==> config.mk <==
export PLATFORM = sky130hd
export DESIGN_NAME = reset_sequencer
export DESIGN_NICKNAME = d
export VERILOG_FILES = /design/src/rtl/rseq_pkg.sv /design/src/rtl/rseq_sync.sv /design/src/rtl/rseq_cause_log.sv /design/src/rtl/rseq_phase_fsm.sv /design/src/rtl/reset_sequencer.sv
export SDC_FILE = /design/constraint.sdc
export NUM_CORES = 1
export LEC_CHECK = 0
export ABC_AREA = 1
export BUFFER_PORTS_ARGS = -buffer_cell sky130_fd_sc_hd__buf_2
export CAP_MARGIN = 20
export CORE_MARGIN = 2
export CORE_UTILIZATION = 53
export CTS_CLUSTER_SIZE = 25
export DETAILED_ROUTE_END_ITERATION = 12
export GPL_ROUTABILITY_DRIVEN = 0
export GPL_TIMING_DRIVEN = 0
export PLACE_DENSITY = 0.8
export SYNTH_ARGS = -nofsm -noshare
export SYNTH_HDL_FRONTEND = slang
export SYNTH_SLANG_ARGS = --single-unit
==> constraint.sdc <==
create_clock -name clk -period 1.9 [get_ports clk]
set_clock_uncertainty 0.05 [all_clocks]
set_input_delay 0.38 -clock clk [delete_from_list [all_inputs] [get_ports clk]]
set_output_delay 0.38 -clock clk [all_outputs]
set_load 0.01 [all_outputs]
==> src/rtl/rseq_pkg.sv <==
package rseq_pkg;

  localparam int NCAUSE = 6;
  localparam int CS_POR  = 0;
  localparam int CS_PIN  = 1;
  localparam int CS_WDOG = 2;
  localparam int CS_LVI  = 3;
  localparam int CS_OPC  = 4;
  localparam int CS_ADR  = 5;

  typedef enum logic [2:0] {
    PH_IDLE  = 3'd0,
    PH_STAB  = 3'd1,
    PH_DRIVE = 3'd2,
    PH_HOLD  = 3'd3,
    PH_PIN   = 3'd4
  } phase_e;

  function automatic int max3(input int a, input int b, input int c);
    int m;
    m = (a > b) ? a : b;
    return (m > c) ? m : c;
  endfunction

  function automatic logic [15:0] vec_base(input logic mon);
    return mon ? 16'hFEFE : 16'hFFFE;
  endfunction

  function automatic logic [NCAUSE-1:0] log_next(input logic [NCAUSE-1:0] cur,
                                                 input logic [NCAUSE-1:0] set,
                                                 input logic rd);
    return (rd ? '0 : cur) | set;
  endfunction

endpackage

==> src/rtl/rseq_sync.sv <==
module rseq_sync #(
  parameter int   STAGES  = 2,
  parameter logic RST_VAL = 1'b0
) (
  input  logic clk,
  input  logic rst_n,
  input  logic d,
  output logic q
);
  logic [STAGES-1:0] chain;

  always_ff @(posedge clk or negedge rst_n) begin
    if (!rst_n) chain <= {STAGES{RST_VAL}};
    else        chain <= {chain[STAGES-2:0], d};
  end

  assign q = chain[STAGES-1];
endmodule

==> src/rtl/rseq_cause_log.sv <==
module rseq_cause_log
  import rseq_pkg::*;
(
  input  logic              clk,
  input  logic              rst_n,
  input  logic [NCAUSE-1:0] set_vec,
  input  logic              rd,
  output logic [NCAUSE-1:0] status
);
  always_ff @(posedge clk or negedge rst_n) begin
    if (!rst_n) begin
      status         <= '0;
      status[CS_POR] <= 1'b1;
    end else begin
      status <= log_next(status, set_vec, rd);
    end
  end
endmodule

==> src/rtl/rseq_phase_fsm.sv <==
module rseq_phase_fsm
  import rseq_pkg::*;
#(
  parameter int STAB_CYC  = 4096,
  parameter int DRIVE_CYC = 32,
  parameter int HOLD_CYC  = 32,
  parameter int PIN_MIN   = 8
) (
  input  logic clk,
  input  logic rst_n,
  input  logic lvi_evt,
  input  logic fault_evt,
  input  logic pin_low,
  output logic int_rst,
  output logic pad_oe,
  output logic src_internal,
  output logic pin_hit,
  output logic fetch_go
);
  localparam int CW = $clog2(max3(STAB_CYC, DRIVE_CYC, HOLD_CYC)) + 1;
  localparam int PW = $clog2(PIN_MIN + 1) + 1;
  localparam logic [CW-1:0] STAB_END  = CW'(STAB_CYC - 1);
  localparam logic [CW-1:0] DRIVE_END = CW'(DRIVE_CYC - 1);
  localparam logic [CW-1:0] HOLD_END  = CW'(HOLD_CYC - 1);
  localparam logic [PW-1:0] PIN_SAT   = PW'(PIN_MIN);
  localparam logic [PW-1:0] PIN_LAST  = PW'(PIN_MIN - 1);

  phase_e        ph, ph_n;
  logic [CW-1:0] cnt, cnt_n;
  logic [PW-1:0] pcnt, pcnt_n;
  logic          intl, intl_n, go_n;

  always_comb begin
    ph_n    = ph;
    cnt_n   = cnt + 1'b1;
    pcnt_n  = pcnt;
    intl_n  = intl;
    go_n    = 1'b0;
    pin_hit = 1'b0;
    unique case (ph)
      PH_IDLE, PH_PIN: begin
        if (lvi_evt) begin
          ph_n = PH_STAB; cnt_n = '0; intl_n = 1'b1;
        end else if (fault_evt) begin
          ph_n = PH_DRIVE; cnt_n = '0; intl_n = 1'b1;
        end else if (pin_low) begin
          ph_n   = PH_PIN;
          intl_n = 1'b0;
          if (ph == PH_IDLE) begin
            pcnt_n  = PW'(1);
            pin_hit = (PIN_MIN <= 1);
          end else begin
            pcnt_n  = (pcnt == PIN_SAT) ? pcnt : pcnt + 1'b1;
            pin_hit = (pcnt == PIN_LAST);
          end
        end else if (ph == PH_PIN) begin
          ph_n = PH_IDLE; go_n = 1'b1;
        end
      end
      PH_STAB: begin
        if (lvi_evt) cnt_n = '0;
        else if (cnt == STAB_END) begin
          ph_n = PH_DRIVE; cnt_n = '0;
        end
      end
      PH_DRIVE, PH_HOLD: begin
        if (lvi_evt) begin
          ph_n = PH_STAB; cnt_n = '0;
        end else if (fault_evt) begin
          ph_n = PH_DRIVE; cnt_n = '0;
        end else if (ph == PH_DRIVE && cnt == DRIVE_END) begin
          ph_n = PH_HOLD; cnt_n = '0;
        end else if (ph == PH_HOLD && cnt == HOLD_END) begin
          ph_n = PH_IDLE; cnt_n = '0; go_n = 1'b1;
        end
      end
      default: begin
        ph_n = PH_IDLE; cnt_n = '0;
      end
    endcase
  end

  always_ff @(posedge clk or negedge rst_n) begin
    if (!rst_n) begin
      ph       <= PH_STAB;
      cnt      <= '0;
      pcnt     <= '0;
      intl     <= 1'b1;
      fetch_go <= 1'b0;
    end else begin
      ph       <= ph_n;
      cnt      <= cnt_n;
      pcnt     <= pcnt_n;
      intl     <= intl_n;
      fetch_go <= go_n;
    end
  end

  assign int_rst      = (ph != PH_IDLE);
  assign pad_oe       = (ph == PH_STAB) || (ph == PH_DRIVE);
  assign src_internal = intl;
endmodule

==> src/rtl/reset_sequencer.sv <==
module reset_sequencer
  import rseq_pkg::*;
#(
  parameter int STAB_CYC  = 4096,
  parameter int DRIVE_CYC = 32,
  parameter int HOLD_CYC  = 32,
  parameter int PIN_MIN   = 8
) (
  input  logic              clk,
  input  logic              rst_n,
  input  logic              pad_in,
  output logic              pad_oe,
  input  logic              wdog_req,
  input  logic              lvi_evt,
  input  logic              bad_op_evt,
  input  logic              bad_addr_evt,
  input  logic              monitor_mode,
  input  logic              stat_rd,
  output logic [NCAUSE-1:0] status,
  output logic              int_rst,
  output logic              clr_sys_cnt,
  output logic [15:0]       vec_hi_addr,
  output logic [15:0]       vec_lo_addr,
  output logic              fetch_go
);
  logic pad_sync, wd_sync, wd_prev, wd_rise, fault_evt, pin_low;
  logic src_internal, pin_hit;
  logic [NCAUSE-1:0] set_vec;

  rseq_sync #(.STAGES(2), .RST_VAL(1'b1)) u_pad_sync (
    .clk(clk), .rst_n(rst_n), .d(pad_in), .q(pad_sync));

  rseq_sync #(.STAGES(2), .RST_VAL(1'b0)) u_wd_sync (
    .clk(clk), .rst_n(rst_n), .d(wdog_req), .q(wd_sync));

  always_ff @(posedge clk or negedge rst_n) begin
    if (!rst_n) wd_prev <= 1'b0;
    else        wd_prev <= wd_sync;
  end

  assign wd_rise   = wd_sync & ~wd_prev;
  assign pin_low   = ~pad_sync;
  assign fault_evt = bad_op_evt | bad_addr_evt | wd_rise;

  rseq_phase_fsm #(
    .STAB_CYC(STAB_CYC), .DRIVE_CYC(DRIVE_CYC),
    .HOLD_CYC(HOLD_CYC), .PIN_MIN(PIN_MIN)
  ) u_fsm (
    .clk(clk), .rst_n(rst_n), .lvi_evt(lvi_evt), .fault_evt(fault_evt),
    .pin_low(pin_low), .int_rst(int_rst), .pad_oe(pad_oe),
    .src_internal(src_internal), .pin_hit(pin_hit), .fetch_go(fetch_go));

  always_comb begin
    set_vec          = '0;
    set_vec[CS_PIN]  = pin_hit;
    set_vec[CS_WDOG] = wd_rise;
    set_vec[CS_LVI]  = lvi_evt;
    set_vec[CS_OPC]  = bad_op_evt;
    set_vec[CS_ADR]  = bad_addr_evt;
  end

  rseq_cause_log u_log (
    .clk(clk), .rst_n(rst_n), .set_vec(set_vec), .rd(stat_rd), .status(status));

  assign clr_sys_cnt = int_rst & src_internal;
  assign vec_hi_addr = vec_base(monitor_mode);
  assign vec_lo_addr = vec_base(monitor_mode) | 16'h0001;
endmodule

==> out/metrics.cfg <==
[die]
die_h_um=66.1
io_pins=51
initial_core_util=0.553
row_count=22
core_area_um2=3690
fp.dieArea_um2=4360
die_w_um=66.1

[logic_synthesis]
synth_warnings=0
synth_xor_xnor_area_share=0.0429
synthAdderAreaFrac=0.0184
synthCells=240
yosysSeqAreaShare=0.420
syn_area_per_cell_um2=8.50
synth.area.top_cells=dfrtp_1, buf_4, nand2_1, dfstp_2, a21oi_2
synthDistinctLibCells=29
synth_compound_area_frac=0.106
yosys.area.top_type=dfrtp_1
synthesis.area_um2=2040
ys_seq_elements=34
synth_mux_area_frac=0
synth_top_family_by_area=simple AND/OR/NAND/NOR gates
synth_top_area_share=0.356
synth-simple-area-share=0.231

[setup_path]
critPathRequiredTime_ns=1.47
cp.arrival_ns=1.40
startpoint_type=register
criticalPathCategory=register to output port
critPathCaptureType=output port
critPathMaxFanout=5

[status]
status=finished clean

[route]
vias=1555
vias_per_cell=4.47
first_pass_iters=4
drt_wl_total_mm=3.56
wl_per_cell_um=10.2
drc=0
ant_nets=0
drt_iter0_drc=72

[clock_tree]
cts_buffer_depth=2
numCtsBuffers=5
insertion_delay_ns=0.29
clkTransAtPathRegs_ns=0.07
cts_sinks=34
ctsHoldBuffers=0
htreeDepth=2
cts-root-buf=clkbuf_8
cts_tree=done

[placement]
dp_hpwl_mm=2.52
portBuffers=20
place_inst=336

[cells_and_area]
antenna_cells=0
postLayoutCoreUtil=0.672
fin_nets=311
area_growth_pct=21.5
final_cells=348
layout-drive-gt1-share=0.340

[timing]
hold_violations=0
slew_headroom=0.515
worstMarginPinSlew_ns=0.728
setup-violations-final=0
timing.final.crit_share=0.964
drv_slew=0
layout_min_cycle_time_ns=1.83
clock.fmax_mhz=546

[global_routing]
grt_max_degree=35
grt_first_pass_wirelength_mm=5.79
grt_usage=0.177
grt_pass1_vias=1389
antenna_found_initial=0
grt-ovfl-total=0

[power_and_ir_drop]
vdd_drop_max_uv=776
leakage_nw=1.21
powerDensity_nw_per_um2=964

[min_path]
hp-class=input port to async pin

[job]
maxCapViolCount=0

layout make-up:
type	count	area, µm²
Buffer	33	255
Clock buffer	5	68.8
Clock inverter	3	68.8
Fill cell	326	1210
Inverter	29	109
Multi-Input combinational cell	172	930
Sequential cell	34	857
Tap cell	48	60.1
Timing Repair Buffer	24	130
placed cells by master, fill, tap and decap left out, drive strengths merged, types with 13 or more instances in the layout:
master | netlist | routed
nand3 | 13 | 13
conb | 2 | 30
nor2 | 26 | 26
nand2 | 45 | 45
inv | 29 | 29
o21ai | 16 | 16
dfrtp | 29 | 29
buf | 33 | 57
a21oi | 13 | 13
cell families after synthesis:
group | after synthesis
flops | 34
simple gates | 97
buf+inv | 62
compound gates | 32
fa+ha+maj | 3
xor+xnor | 10
other cells | 2
power breakdown:
group,internal (W),switching [W]
clock,0.000525,0.000264
sequential,0.000803,0.0000774
combinational,0.000297,0.000423
total,0.00163,0.000764
per-layer routing:
| layer | track usage | share of wire | vias up | routed length, µm |
|---|---|---|---|---|
| met5 | 0 | 0 | - | 0 |
| met4 | 0.102 | 0.026 | 0 | 94 |
| met3 | 0.0409 | 0.064 | 9 | 228 |
| met2 | 0.285 | 0.48 | 51 | 1690 |
| met1 | 0.217 | 0.43 | 682 | 1540 |
| li1 | - | - | 813 | - |
stage by stage:
step / cell area, µm² / TNS (ns) / hold slack, ns / worst slack [ns] / total power (W)
6_report: 2480 / 0 / 0.0932 / 0.0684 / 0.00239
3_5_place_dp: 2310 / 0 / 0.292 / 0.256 / 0.00151
5_1_grt: 2480 / -0.00312 / 0.123 / -0.00312 / 0.00253
2_1_floorplan: 2150 / 0 / 0.0344 / 0.437 / 0.00135
3_3_place_gp: 2310 / 0 / 0.284 / 0.270 / 0.00150
4_1_cts: 2460 / 0 / 0.101 / 0.00389 / 0.00235
synthesized netlist by cell type:
cell      number
a21boi_1       1
a21o_1         2
a21oi_1        3
a21oi_2       10
and2_4         1
buf_4         31
buf_6          2
conb_1         2
dfrtp_1       29
dfstp_2        5
ha_1           3
inv_1         23
inv_2          6
nand2_1       43
nand2_2        2
nand3_1        9
nand3_2        4
nand4_1        3
nor2_1        19
nor2_2         5
nor2_4         2
nor3_1         6
nor3_4         1
o21ai_0        8
o21ai_1        7
o21ai_4        1
or2_1          2
xnor2_1        3
xor2_1         7
critical path, cell delays in order (launching register included):
cell and delay [ns]:
dfstp_2 0.60, inv_2 0.06, nor3_4 0.12, inv_1 0.07
o21ai_0 0.08, buf_2 0.16
final timing paths:
path	from	end	slack (ns)	cells after the start
setup / recovery	u_fsm.ph[0]	pad_oe	0.07	5
hold / removal	rst_n	u_fsm.pcnt[0]	0.09	1
setup reg to reg	u_fsm.cnt[0]	u_fsm.cnt[9]	0.25	8
hold reg to reg	u_wd_sync.chain[0]	u_wd_sync.chain[1]	0.30	0
max in group asynchronous	rst_n	u_fsm.cnt[6]	1.24	1
min in group clk	pad_in	u_pad_sync.chain[0]	0.13	1
registers in the layout, indices dropped and copies added, names as in the netlist:
name and count:
u_fsm.cnt 13, u_fsm.fetch_go 1, u_fsm.pcnt 5, u_fsm.ph 3, u_fsm.src_internal 1, u_log.status 6, u_pad_sync.chain 2, u_wd_sync.chain 2
wd_prev 1
repair_timing:
action	in CTS	in global routing
gates resized for setup	1	0
pin swaps	1	2
setup endpoints to repair	3	3
buffers inserted	1	3
(Power assumes the default switching activity.)
